===== config.mk =====
export PLATFORM = sky130hd
export DESIGN_NAME = clk_src_switch_ctrl
export DESIGN_NICKNAME = d
export VERILOG_FILES = /design/src/rtl/clksw_pkg.sv /design/src/rtl/clksw_cfg.sv /design/src/rtl/clksw_seq.sv /design/src/rtl/clk_src_switch_ctrl.sv
export SDC_FILE = /design/constraint.sdc
export NUM_CORES = 1
export LEC_CHECK = 0
export ABC_CLOCK_PERIOD_IN_PS = 3250
export CORE_MARGIN = 10
export CORE_UTILIZATION = 45
export CTS_CLUSTER_DIAMETER = 40
export DETAILED_ROUTE_END_ITERATION = 6
export PLACE_DENSITY = 0.82
export SYNTH_ARGS = -nofsm -noshare
export SYNTH_HDL_FRONTEND = slang
export SYNTH_SLANG_ARGS = --single-unit

===== constraint.sdc =====
create_clock -name clk -period 3.25 [get_ports clk]
set_clock_uncertainty 0.2 [all_clocks]
set_input_delay 0.65 -clock clk [delete_from_list [all_inputs] [get_ports clk]]
set_output_delay 0.65 -clock clk [all_outputs]
set_load 0.1 [all_outputs]

===== src/rtl/clksw_pkg.sv =====
package clksw_pkg;
  localparam int DEF_SEL_W   = 4;
  localparam int DEF_NUM_SRC = 5;

  typedef enum logic {
    SEQ_IDLE = 1'b0,
    SEQ_WAIT = 1'b1
  } seq_state_t;
endpackage


===== src/rtl/clksw_cfg.sv =====
module clksw_cfg #(
  parameter int SEL_W = 4,
  localparam int WR_W = SEL_W + 3
) (
  input  logic             clk,
  input  logic             rst,
  input  logic             wr_en,
  input  logic             unlock_ok,
  input  logic [WR_W-1:0]  wr_data,
  output logic [SEL_W-1:0] req_src,
  output logic             locked,
  output logic             arm_go,
  output logic             arm_fail
);
  localparam int B_GO   = SEL_W;
  localparam int B_FAIL = SEL_W + 1;
  localparam int B_LOCK = SEL_W + 2;

  logic wr_ok;
  assign wr_ok = wr_en & unlock_ok;

  always_ff @(posedge clk) begin
    if (rst) begin
      req_src <= '0;
      locked  <= 1'b0;
    end else if (wr_ok) begin
      if (!locked) req_src <= wr_data[SEL_W-1:0];
      locked <= locked | wr_data[B_LOCK];
    end
  end

  assign arm_go   = wr_ok & ~locked & (wr_data[B_GO] | wr_data[B_FAIL]);
  assign arm_fail = wr_ok & wr_data[B_FAIL];
endmodule


===== src/rtl/clksw_seq.sv =====
module clksw_seq
  import clksw_pkg::*;
#(
  parameter int SEL_W   = 4,
  parameter int NUM_SRC = 5,
  localparam int N_CODE = 1 << SEL_W
) (
  input  logic               clk,
  input  logic               rst,
  input  logic [SEL_W-1:0]   req_src,
  input  logic               arm_go,
  input  logic               arm_fail,
  input  logic [NUM_SRC-1:0] src_ready,
  input  logic               clk_fail,
  output logic [SEL_W-1:0]   cur_src,
  output logic               go,
  output logic               fail_flag
);
  seq_state_t       state;
  logic [SEL_W-1:0] target;
  logic [N_CODE-1:0] ready_vec;
  logic             tgt_valid;
  logic             redundant;

  for (genvar g = 0; g < N_CODE; g++) begin : g_rdy
    if (g < NUM_SRC) begin : g_real
      assign ready_vec[g] = src_ready[g];
    end else begin : g_resv
      assign ready_vec[g] = 1'b0;
    end
  end

  assign tgt_valid = (int'(req_src) < NUM_SRC);
  assign redundant = (req_src == cur_src);

  always_ff @(posedge clk) begin
    if (rst) begin
      state     <= SEQ_IDLE;
      target    <= '0;
      cur_src   <= '0;
      go        <= 1'b0;
      fail_flag <= 1'b0;
    end else if (clk_fail) begin
      state     <= SEQ_IDLE;
      cur_src   <= '0;
      go        <= 1'b0;
      fail_flag <= 1'b1;
    end else begin
      if (arm_go)   go        <= 1'b1;
      if (arm_fail) fail_flag <= 1'b1;
      case (state)
        SEQ_IDLE: begin
          if (go) begin
            if (!tgt_valid || redundant) begin
              go <= 1'b0;
            end else begin
              state     <= SEQ_WAIT;
              target    <= req_src;
              fail_flag <= 1'b0;
            end
          end
        end
        SEQ_WAIT: begin
          if (ready_vec[target]) begin
            cur_src <= target;
            go      <= 1'b0;
            state   <= SEQ_IDLE;
          end
        end
        default: state <= SEQ_IDLE;
      endcase
    end
  end
endmodule


===== src/rtl/clk_src_switch_ctrl.sv =====
module clk_src_switch_ctrl
  import clksw_pkg::*;
#(
  parameter int SEL_W   = DEF_SEL_W,
  parameter int NUM_SRC = DEF_NUM_SRC,
  localparam int WR_W   = SEL_W + 3,
  localparam int RD_W   = 2 * SEL_W + 3
) (
  input  logic               clk,
  input  logic               rst,
  input  logic               wr_en,
  input  logic               unlock_ok,
  input  logic [WR_W-1:0]    wr_data,
  input  logic [NUM_SRC-1:0] src_ready,
  input  logic               clk_fail,
  output logic [RD_W-1:0]    rd_data,
  output logic [SEL_W-1:0]   cur_sel
);
  logic [SEL_W-1:0] req_src;
  logic             locked;
  logic             arm_go;
  logic             arm_fail;
  logic             go;
  logic             fail_flag;
  logic [SEL_W-1:0] cur_src;

  clksw_cfg #(.SEL_W(SEL_W)) u_cfg (
    .clk      (clk),
    .rst      (rst),
    .wr_en    (wr_en),
    .unlock_ok(unlock_ok),
    .wr_data  (wr_data),
    .req_src  (req_src),
    .locked   (locked),
    .arm_go   (arm_go),
    .arm_fail (arm_fail)
  );

  clksw_seq #(.SEL_W(SEL_W), .NUM_SRC(NUM_SRC)) u_seq (
    .clk      (clk),
    .rst      (rst),
    .req_src  (req_src),
    .arm_go   (arm_go),
    .arm_fail (arm_fail),
    .src_ready(src_ready),
    .clk_fail (clk_fail),
    .cur_src  (cur_src),
    .go       (go),
    .fail_flag(fail_flag)
  );

  assign cur_sel = cur_src;
  assign rd_data = {cur_src, locked, fail_flag, go, req_src};
endmodule


* Word-level counts from Yosys, hierarchy flattened
Cells that the tools add are included.
Operators by class: order comparisons 2, equal/unequal tests 1, mux-type cells 16, bitwise operators 10, reduce and logical (&&, ||, !) cells 6
Operators by type and width (count):
- $mux 1 | 13
- $lt 4x5->1 const B | 1
- $and 1x1->1 | 4
- $bmux 1 s4 | 1
- $eq 4x4->1 | 1
- $lt 4x3->1 const B | 1
- $not 1->1 | 4
- $pmux 1 s2 | 2
- $reduce_and 2->1 | 2
- $reduce_and 4->1 | 1
- $or 1x1->1 | 2
- $reduce_or 2->1 | 1
- $logic_not 1->1 | 1
- $logic_or 1x1->1 | 1
Storage, ports and cells: bits in registers 16, output and inout port bits 15, logic and storage cells 42

* Depth between registers and ports, before layout
Gate-level depths: netlist of the first run.
depth in word-level cells 7, mapped depth 4

* By module
A second synthesis of the first run with hierarchy kept.
Unflattened totals: cell total of the unflattened synthesis 82, area, all modules 830.8 um2
By module, submodules not included:
- clksw_seq | times used 1, cells an instance 52, area each 544.3 um2, sequential area each 220.2 um2
- clksw_cfg | times used 1, cells an instance 23, area each 234.0 um2, sequential area each 100.1 um2
- clk_src_switch_ctrl | times used 1, cells an instance 7, area each 52.6 um2, sequential area each 0.0 um2

* Least setup slack after synthesis of the first run
OpenSTA, ideal clock, no wires.
path type register to output, from register u_seq.cur_src[2], to output rd_data[9], data arrival time 1.406 ns, required time 2.400 ns, path slack 0.994 ns, stages on the path, launching flop included 2, buffers on the path 1, cells stage by stage dfxtp_1 > buf_4
RTL lines:
- start, declared | RTL line clksw_seq.sv:15 | output logic [SEL_W-1:0] cur_src,
- start signal, assigned | RTL line clksw_seq.sv:65 | cur_src <= target;
- end, declared | RTL line clk_src_switch_ctrl.sv:16 | output logic [RD_W-1:0] rd_data,
No word-level cell between the ends.

* Worst setup path in the final report of the first run
from input rst, to register u_seq.cur_src[1]
On the way: cells in the longest elaborated chain, start to end 1
RTL lines:
- start, declared | RTL line clk_src_switch_ctrl.sv:10 | input logic rst,
- $reduce_or 2->1 (no source line)
No other way between the ends. A chain may end at the register's enable or synchronous reset.

==> impl_metrics.py, run 1 <==
metrics = {
    "pwr": {
        "leakage_nw": 0.463,
        "pwr_density_cell_mw_per_mm2": 385,
        "vdd_drop_max_uv": 333,
    },
    "clock_network": {
        "postCtsHoldBufs": 0,
        "cts.sinks": 16,
        "clock_latency_ps": 290,
        "htree_levels": 1,
        "cts_tree": "built",
        "path_clk_slew_ps": 90,
        "cts_setup_buffers": 0,
        "cts-root-buf": "clkbuf_4",
        "post_cts_resized": 0,
        "cts.path.max_buffers": 2,
        "cts_inserted_buffers": 3,
    },
    "yosys": {
        "synth-seq-area-share_pct": 39.1,
        "synth_area_sq_um": 820,
        "syn-instance-count": 86,
        "syn-num-nets": 103,
        "synth_edf_count": 0,
        "avgSynthCellArea_sq_um": 9.53,
        "yosys.area.top_type_share_pct": 39.1,
        "synth_area_leaders": "dfxtp_1 (39%), mux2i_1 (9.8%), buf_4 (6.4%), xor2_1 (4.3%), nor2_1 (3.7%)",
        "synth-seq-cells": 16,
        "yosysTopAreaCell": "dfxtp_1",
        "synth_common_cells": "dfxtp_1 (16), mux2i_1 (8), nor2_1 (8)",
        "synth_flop_cell": "dfxtp_1",
        "synthArstFlopShare_pct": 0,
        "synthDistinctLibCells": 36,
        "synth_most_common_cell": "dfxtp_1",
        "synth-warning-count": 0,
    },
    "critical_path": {
        "worstSetupEndpointType": "flip-flop",
        "criticalPathCategory": "in -> reg",
        "r2r_cells": 4,
        "crit_required_ps": 3250,
        "cp-start-kind": "input pin",
        "r2r_end": "u_seq.cur_src[1]",
        "r2r_setup_slack_ps": 1470,
        "rr_startpoint": "u_seq.target[1]",
        "crit_fanout": 15,
        "arrival_ps": 2150,
    },
    "placed_design": {
        "routabilityCongestion": 0.840,
        "dp_slack_ps": 807,
        "port_buffers": 31,
        "dpl-instance-area_sq_mm": 0.00107,
        "dp_hpwl_microns": 1610,
    },
    "detailed_routing": {
        "drtIter0Drc": 8,
        "ant_nets": 0,
        "drc": 0,
        "wl_microns": 1980,
        "vias": 713,
        "via_per_inst": 5.17,
        "drt_first_pass_iters": 6,
        "wl_per_cell_microns": 14.3,
    },
    "final_layout": {
        "antenna_cells": 0,
        "fillers": 157,
        "finalInstanceArea_sq_mm": 0.00111,
        "layout-drive-gt1-share_pct": 25.7,
        "final_nets": 131,
        "multi_input_area_sq_um": 435,
        "seq_area_sq_um": 320,
        "syn_to_final_growth_pct": 35.1,
        "final_util_pct": 64.1,
    },
    "floorplanning": {
        "fp.dieArea_sq_mm": 0.00393,
        "fp.dieW_microns": 62.7,
        "core_sq_mm": 0.00173,
        "io_pins": 32,
        "die_h_microns": 62.7,
        "initial_core_util_pct": 47.5,
        "num_rows": 15,
    },
    "timing": {
        "max_freq_mhz": 465,
        "finalCritPeriodShare_pct": 66.2,
        "whs_ps": 311,
        "hold_viol": 0,
        "slew_headroom_pct": 68.1,
        "layout_setup_ws_ps": 1100,
        "timing.setup.tns_ps": 0,
        "tightest_slew_ps": 474,
        "setup_violations": 0,
        "min_period_ps": 2150,
        "finalMaxSlewViolations": 0,
        "rsz0062_at_grt": "no",
    },
    "global_route": {
        "grt_max_degree": 16,
        "antenna_found_initial": 0,
        "grt_pass1_wl_microns": 3260,
        "grt-ovfl-total": 0,
        "grt_pass1_vias": 713,
        "grt.total_usage_pct": 10.0,
    },
    "min_path": {
        "worstHoldStart": "u_seq.target[3]",
        "holdCritPathClass": "reg -> reg",
        "holdPathStages": 1,
        "min_to": "u_seq.target[3]",
    },
    "flow_run": {
        "maxCapViolCount": 0,
    },
    "status": {
        "status": "complete, no violations",
    },
}
metal layers:
metal / up-vias / global-route usage (%) / share of wire [%]
met5: - / 0 / 0
met4: 0 / 3.63 / 1.2
met3: 4 / 4.84 / 7.6
met2: 22 / 17.1 / 48
met1: 326 / 10.4 / 43
li1: 361 / - / -
through the flow:
step,power [mW],std cells
after floorplan,0.268,86
after global placement,0.298,134
after detailed placement,0.299,134
after CTS,0.431,138
after global routing,0.449,138
final,0.427,138
sequential cells by signal, summed over array words and instances, names as in the netlist:
register and count:
u_seq.target 4, u_seq.state 1, u_cfg.req_src 4, u_seq.fail_flag 1, u_seq.go 1, u_cfg.locked 1
u_seq.cur_src 4
cells in the final DEF, fill, tap and decap left out, types with 2 or more instances in the layout:
cell type	count
nor2_1	8
nor3b_1	2
o21ai_0	4
mux2i_1	8
clkbuf_4	3
dfxtp_1	16
nand2b_1	4
xor2_1	4
nor3_1	3
or2b_1	2
nor4_1	2
buf_4	16
clkdlybuf4s50_1	16
worst max-delay path by stage:
stage | start | to | slack (ps) | depth (start not counted)
after CTS | rst | u_seq.cur_src[1] | 1110 | 5
after global placement | rst | u_seq.cur_src[1] | 840 | 5
after detailed placement | rst | u_seq.cur_src[1] | 810 | 5
after floorplan | u_seq.cur_src[2] | rd_data[9] | 990 | 1
after global routing | rst | u_seq.cur_src[1] | 1080 | 5
final | rst | u_seq.cur_src[1] | 1100 | 5
power breakdown:
part	switching, mW	internal [mW]	total, mW	leakage, nW
Clock	0.0641	0.0683	0.132	0.0210
Sequential	0.00521	0.201	0.206	0.130
Combinational	0.0541	0.0343	0.0884	0.312
cell type report:
cell class	instances	share of cell area (%)
sequential	16	28.9
clock buffer	4	3.28
inverter	1	0.339
tap	25	2.82
timing repair buffer	32	25.3
multi-input combinational	60	39.3
cell families (layout without fill, tap and decap cells):
group | count (synthesis) | count (layout) | share of synthesized area (%)
muxes | 9 | 9 | 11.5
buffers and inverters | 10 | 37 | 7.79
xor gates and xnor gates | 4 | 4 | 4.27
DFF | 16 | 16 | 39.1
and+or+nand+nor | 34 | 34 | 25.3
AOI/OAI and AO/OA | 13 | 13 | 12.1
worst max-delay path, cell delays in order:
cell	delay, ps
clkdlybuf4s50_1	390
buf_4	180
or2_2	330
or4_1	520
o311ai_1	90
No activity file was read; power rests on OpenSTA's default activity.
==> run 2: changes to the inputs <==
--- a/config.mk
+++ b/config.mk
@@ -5,12 +5,12 @@
 export SDC_FILE = /design/constraint.sdc
 export NUM_CORES = 1
 export LEC_CHECK = 0
-export ABC_CLOCK_PERIOD_IN_PS = 3250
+export ABC_CLOCK_PERIOD_IN_PS = 1800
 export CORE_MARGIN = 10
-export CORE_UTILIZATION = 45
+export CORE_UTILIZATION = 38
 export CTS_CLUSTER_DIAMETER = 40
 export DETAILED_ROUTE_END_ITERATION = 6
-export PLACE_DENSITY = 0.82
+export PLACE_DENSITY = 0.74
 export SYNTH_ARGS = -nofsm -noshare
 export SYNTH_HDL_FRONTEND = slang
 export SYNTH_SLANG_ARGS = --single-unit
==> constraint.sdc (replaced) <==
create_clock -name clk -period 1.8 [get_ports clk]
set_clock_uncertainty 0.2 [all_clocks]
set_input_delay 0.36 -clock clk [delete_from_list [all_inputs] [get_ports clk]]
set_output_delay 0.36 -clock clk [all_outputs]
set_load 0.1 [all_outputs]
==> run 2 against run 1 <==
Against the previous run:
- combinational power up 120%
- power up 87%
- die area up 12%
- sequential power up 80%
- utilization up 4.7 points
- sequential share of layout area down 3.9 points
- setup slack worse by 1000 ps
==> impl_metrics.py, run 2 (same netlist as run 1, synthesis figures left out) <==
metrics = {
    "global_route": {
        "grt_pass1_vias": 780,
        "grt_max_degree": 15,
        "grt.total_usage_pct": 10.6,
        "antenna_found_initial": 0,
        "grt_pass1_wl_microns": 3660,
        "grt-ovfl-total": 0,
    },
    "detailed_routing": {
        "dr_wl_met2_microns": 1150,
        "drtIter0Drc": 16,
        "dr_wl_met3_microns": 182,
        "drc": 0,
        "wl_microns": 2250,
        "vias": 762,
        "drt_first_pass_iters": 4,
        "wl_met1_microns": 902,
        "top_layer": "met4",
        "ant_nets": 0,
        "wl_per_cell_microns": 15.4,
        "via_per_inst": 5.22,
    },
    "timing": {
        "hold_viol": 0,
        "min_period_ps": 1740,
        "slew_headroom_pct": 72.5,
        "whs_ps": 310,
        "setup_violations": 0,
        "finalMaxSlewViolations": 0,
        "max_freq_mhz": 573,
        "finalCritPeriodShare_pct": 96.9,
        "tightest_slew_ps": 409,
        "timing.setup.tns_ps": 0,
    },
    "floorplanning": {
        "fp.dieArea_sq_mm": 0.00441,
        "fp.dieW_microns": 66.4,
        "io_pins": 32,
        "core_sq_mm": 0.00200,
        "initial_core_util_pct": 40.9,
        "die_h_microns": 66.4,
        "num_rows": 16,
    },
    "critical_path": {
        "worstSetupEndpointType": "flip-flop",
        "criticalPathCategory": "reg -> reg",
        "crit_required_ps": 1780,
        "r2r_end": "u_seq.go",
        "r2r_setup_slack_ps": 60,
        "cp-start-kind": "flip-flop",
        "rr_startpoint": "u_seq.target[2]",
        "r2r_cells": 4,
        "crit_fanout": 5,
        "arrival_ps": 1720,
    },
    "status": {
        "status": "complete, no violations",
    },
    "clock_network": {
        "cts.path.max_buffers": 2,
        "htree_levels": 1,
        "cts.sinks": 16,
        "cts-root-buf": "clkbuf_4",
        "clock_latency_ps": 280,
        "postCtsHoldBufs": 0,
        "cts_inserted_buffers": 3,
        "cts_tree": "built",
        "path_clk_slew_ps": 90,
    },
    "final_layout": {
        "final_common_cell": "clkdlybuf4s50_1",
        "final_util_pct": 68.8,
        "antenna_cells": 0,
        "stdcell_count": 146,
        "final_cell_mix": "clkdlybuf4s50_1 (16), buf_12 (15), nor2_1 (8), mux2i_1 (8), dfxtp_1 (8)",
        "syn_to_final_growth_pct": 68.1,
        "top_regs": "u_cfg.req_src: 4 flops, u_seq.cur_src: 4 flops, u_seq.target: 4 flops",
        "fillers": 150,
        "layout-drive-gt1-share_pct": 37.0,
        "final_nets": 137,
    },
    "pwr": {
        "intPower_mw": 0.569,
        "sequentialPowerShare_pct": 46.5,
        "pwr-share-clk_pct": 29.4,
        "vdd_drop_max_uv": 595,
        "swShare_pct": 28.6,
        "leakage_nw": 0.546,
        "p_switching_mw": 0.228,
        "pwr_density_cell_mw_per_mm2": 579,
        "pwr-share-comb_pct": 24.0,
        "p_total_mw": 0.797,
    },
    "placed_design": {
        "dp.cells": 142,
        "dp_hpwl_microns": 1810,
        "port_buffers": 31,
        "routabilityCongestion": 0.883,
    },
    "min_path": {
        "holdCritPathClass": "reg -> reg",
        "worstHoldStart": "u_seq.target[3]",
        "holdPathStages": 1,
        "min_to": "u_seq.target[3]",
    },
    "flow_run": {
        "maxCapViolCount": 0,
    },
}
-- run 2: power by group through the flow --
stage / sequential, mW / clock (mW) / combinational [mW]
after floorplan: 0.404 / 0 / 0.0741
after global placement: 0.379 / 0 / 0.187
after detailed placement: 0.379 / 0 / 0.190
after CTS: 0.371 / 0.241 / 0.191
after global routing: 0.373 / 0.255 / 0.201
final: 0.371 / 0.234 / 0.192
-- run 2: area by class of cell --
cell class / count / area [sq um] / area share (%)
Clock buffer: 4 / 36.3 / 2.63
Inverter: 1 / 3.75 / 0.272
Tap cell: 27 / 33.8 / 2.45
Sequential cell: 16 / 345 / 25.1
Timing Repair Buffer: 38 / 513 / 37.2
Multi-Input combinational cell: 60 / 445 / 32.3
-- run 2: critical path, stage by stage, from the launching register on --
cell	delay [ps]
dfxtp_1	350
or3_2	510
o22ai_4	180
nor2_2	90
a311o_1	310
-- run 2: layer usage --
metal	up-vias	global-route usage, %
met5	-	0
met4	0	3.14
met3	2	5.59
met2	20	18.7
met1	364	10.6
li1	376	-
-- run 2: how the worst max path moves through the flow --
stage / startpoint / end / slack, ps / cells after the start
floorplan: u_seq.cur_src[3] / u_seq.go / 20 / 4
global placement: src_ready[1] / u_seq.cur_src[1] / -150 / 5
detailed placement: src_ready[3] / u_seq.cur_src[1] / -200 / 5
CTS: u_seq.target[0] / u_seq.go / 10 / 4
global route: u_seq.target[0] / u_seq.go / -6 / 4
finish: u_seq.target[2] / u_seq.go / 60 / 4
-- run 2: per-stage QoR --
step,instance area (sq um),setup slack (ps)
finish,1380,55.9
global route,1380,-5.57
CTS,1370,14.0
detailed placement,1330,-197
global placement,1330,-151
floorplan,845,20.5
-- run 2: what timing repair did --
item	CTS	global route
setup endpoints to repair	0	1
gates resized for setup	0	2
buffers inserted	0	0
==> run 3: changes to the inputs <==
--- a/config.mk
+++ b/config.mk
@@ -10,6 +10,7 @@
 export CORE_UTILIZATION = 38
 export CTS_CLUSTER_DIAMETER = 40
 export DETAILED_ROUTE_END_ITERATION = 6
+export GPL_ROUTABILITY_DRIVEN = 0
 export PLACE_DENSITY = 0.74
 export SYNTH_ARGS = -nofsm -noshare
 export SYNTH_HDL_FRONTEND = slang
==> results of run 3 <==
No change in the layout: final DEF, timing and power equal those of run 2.
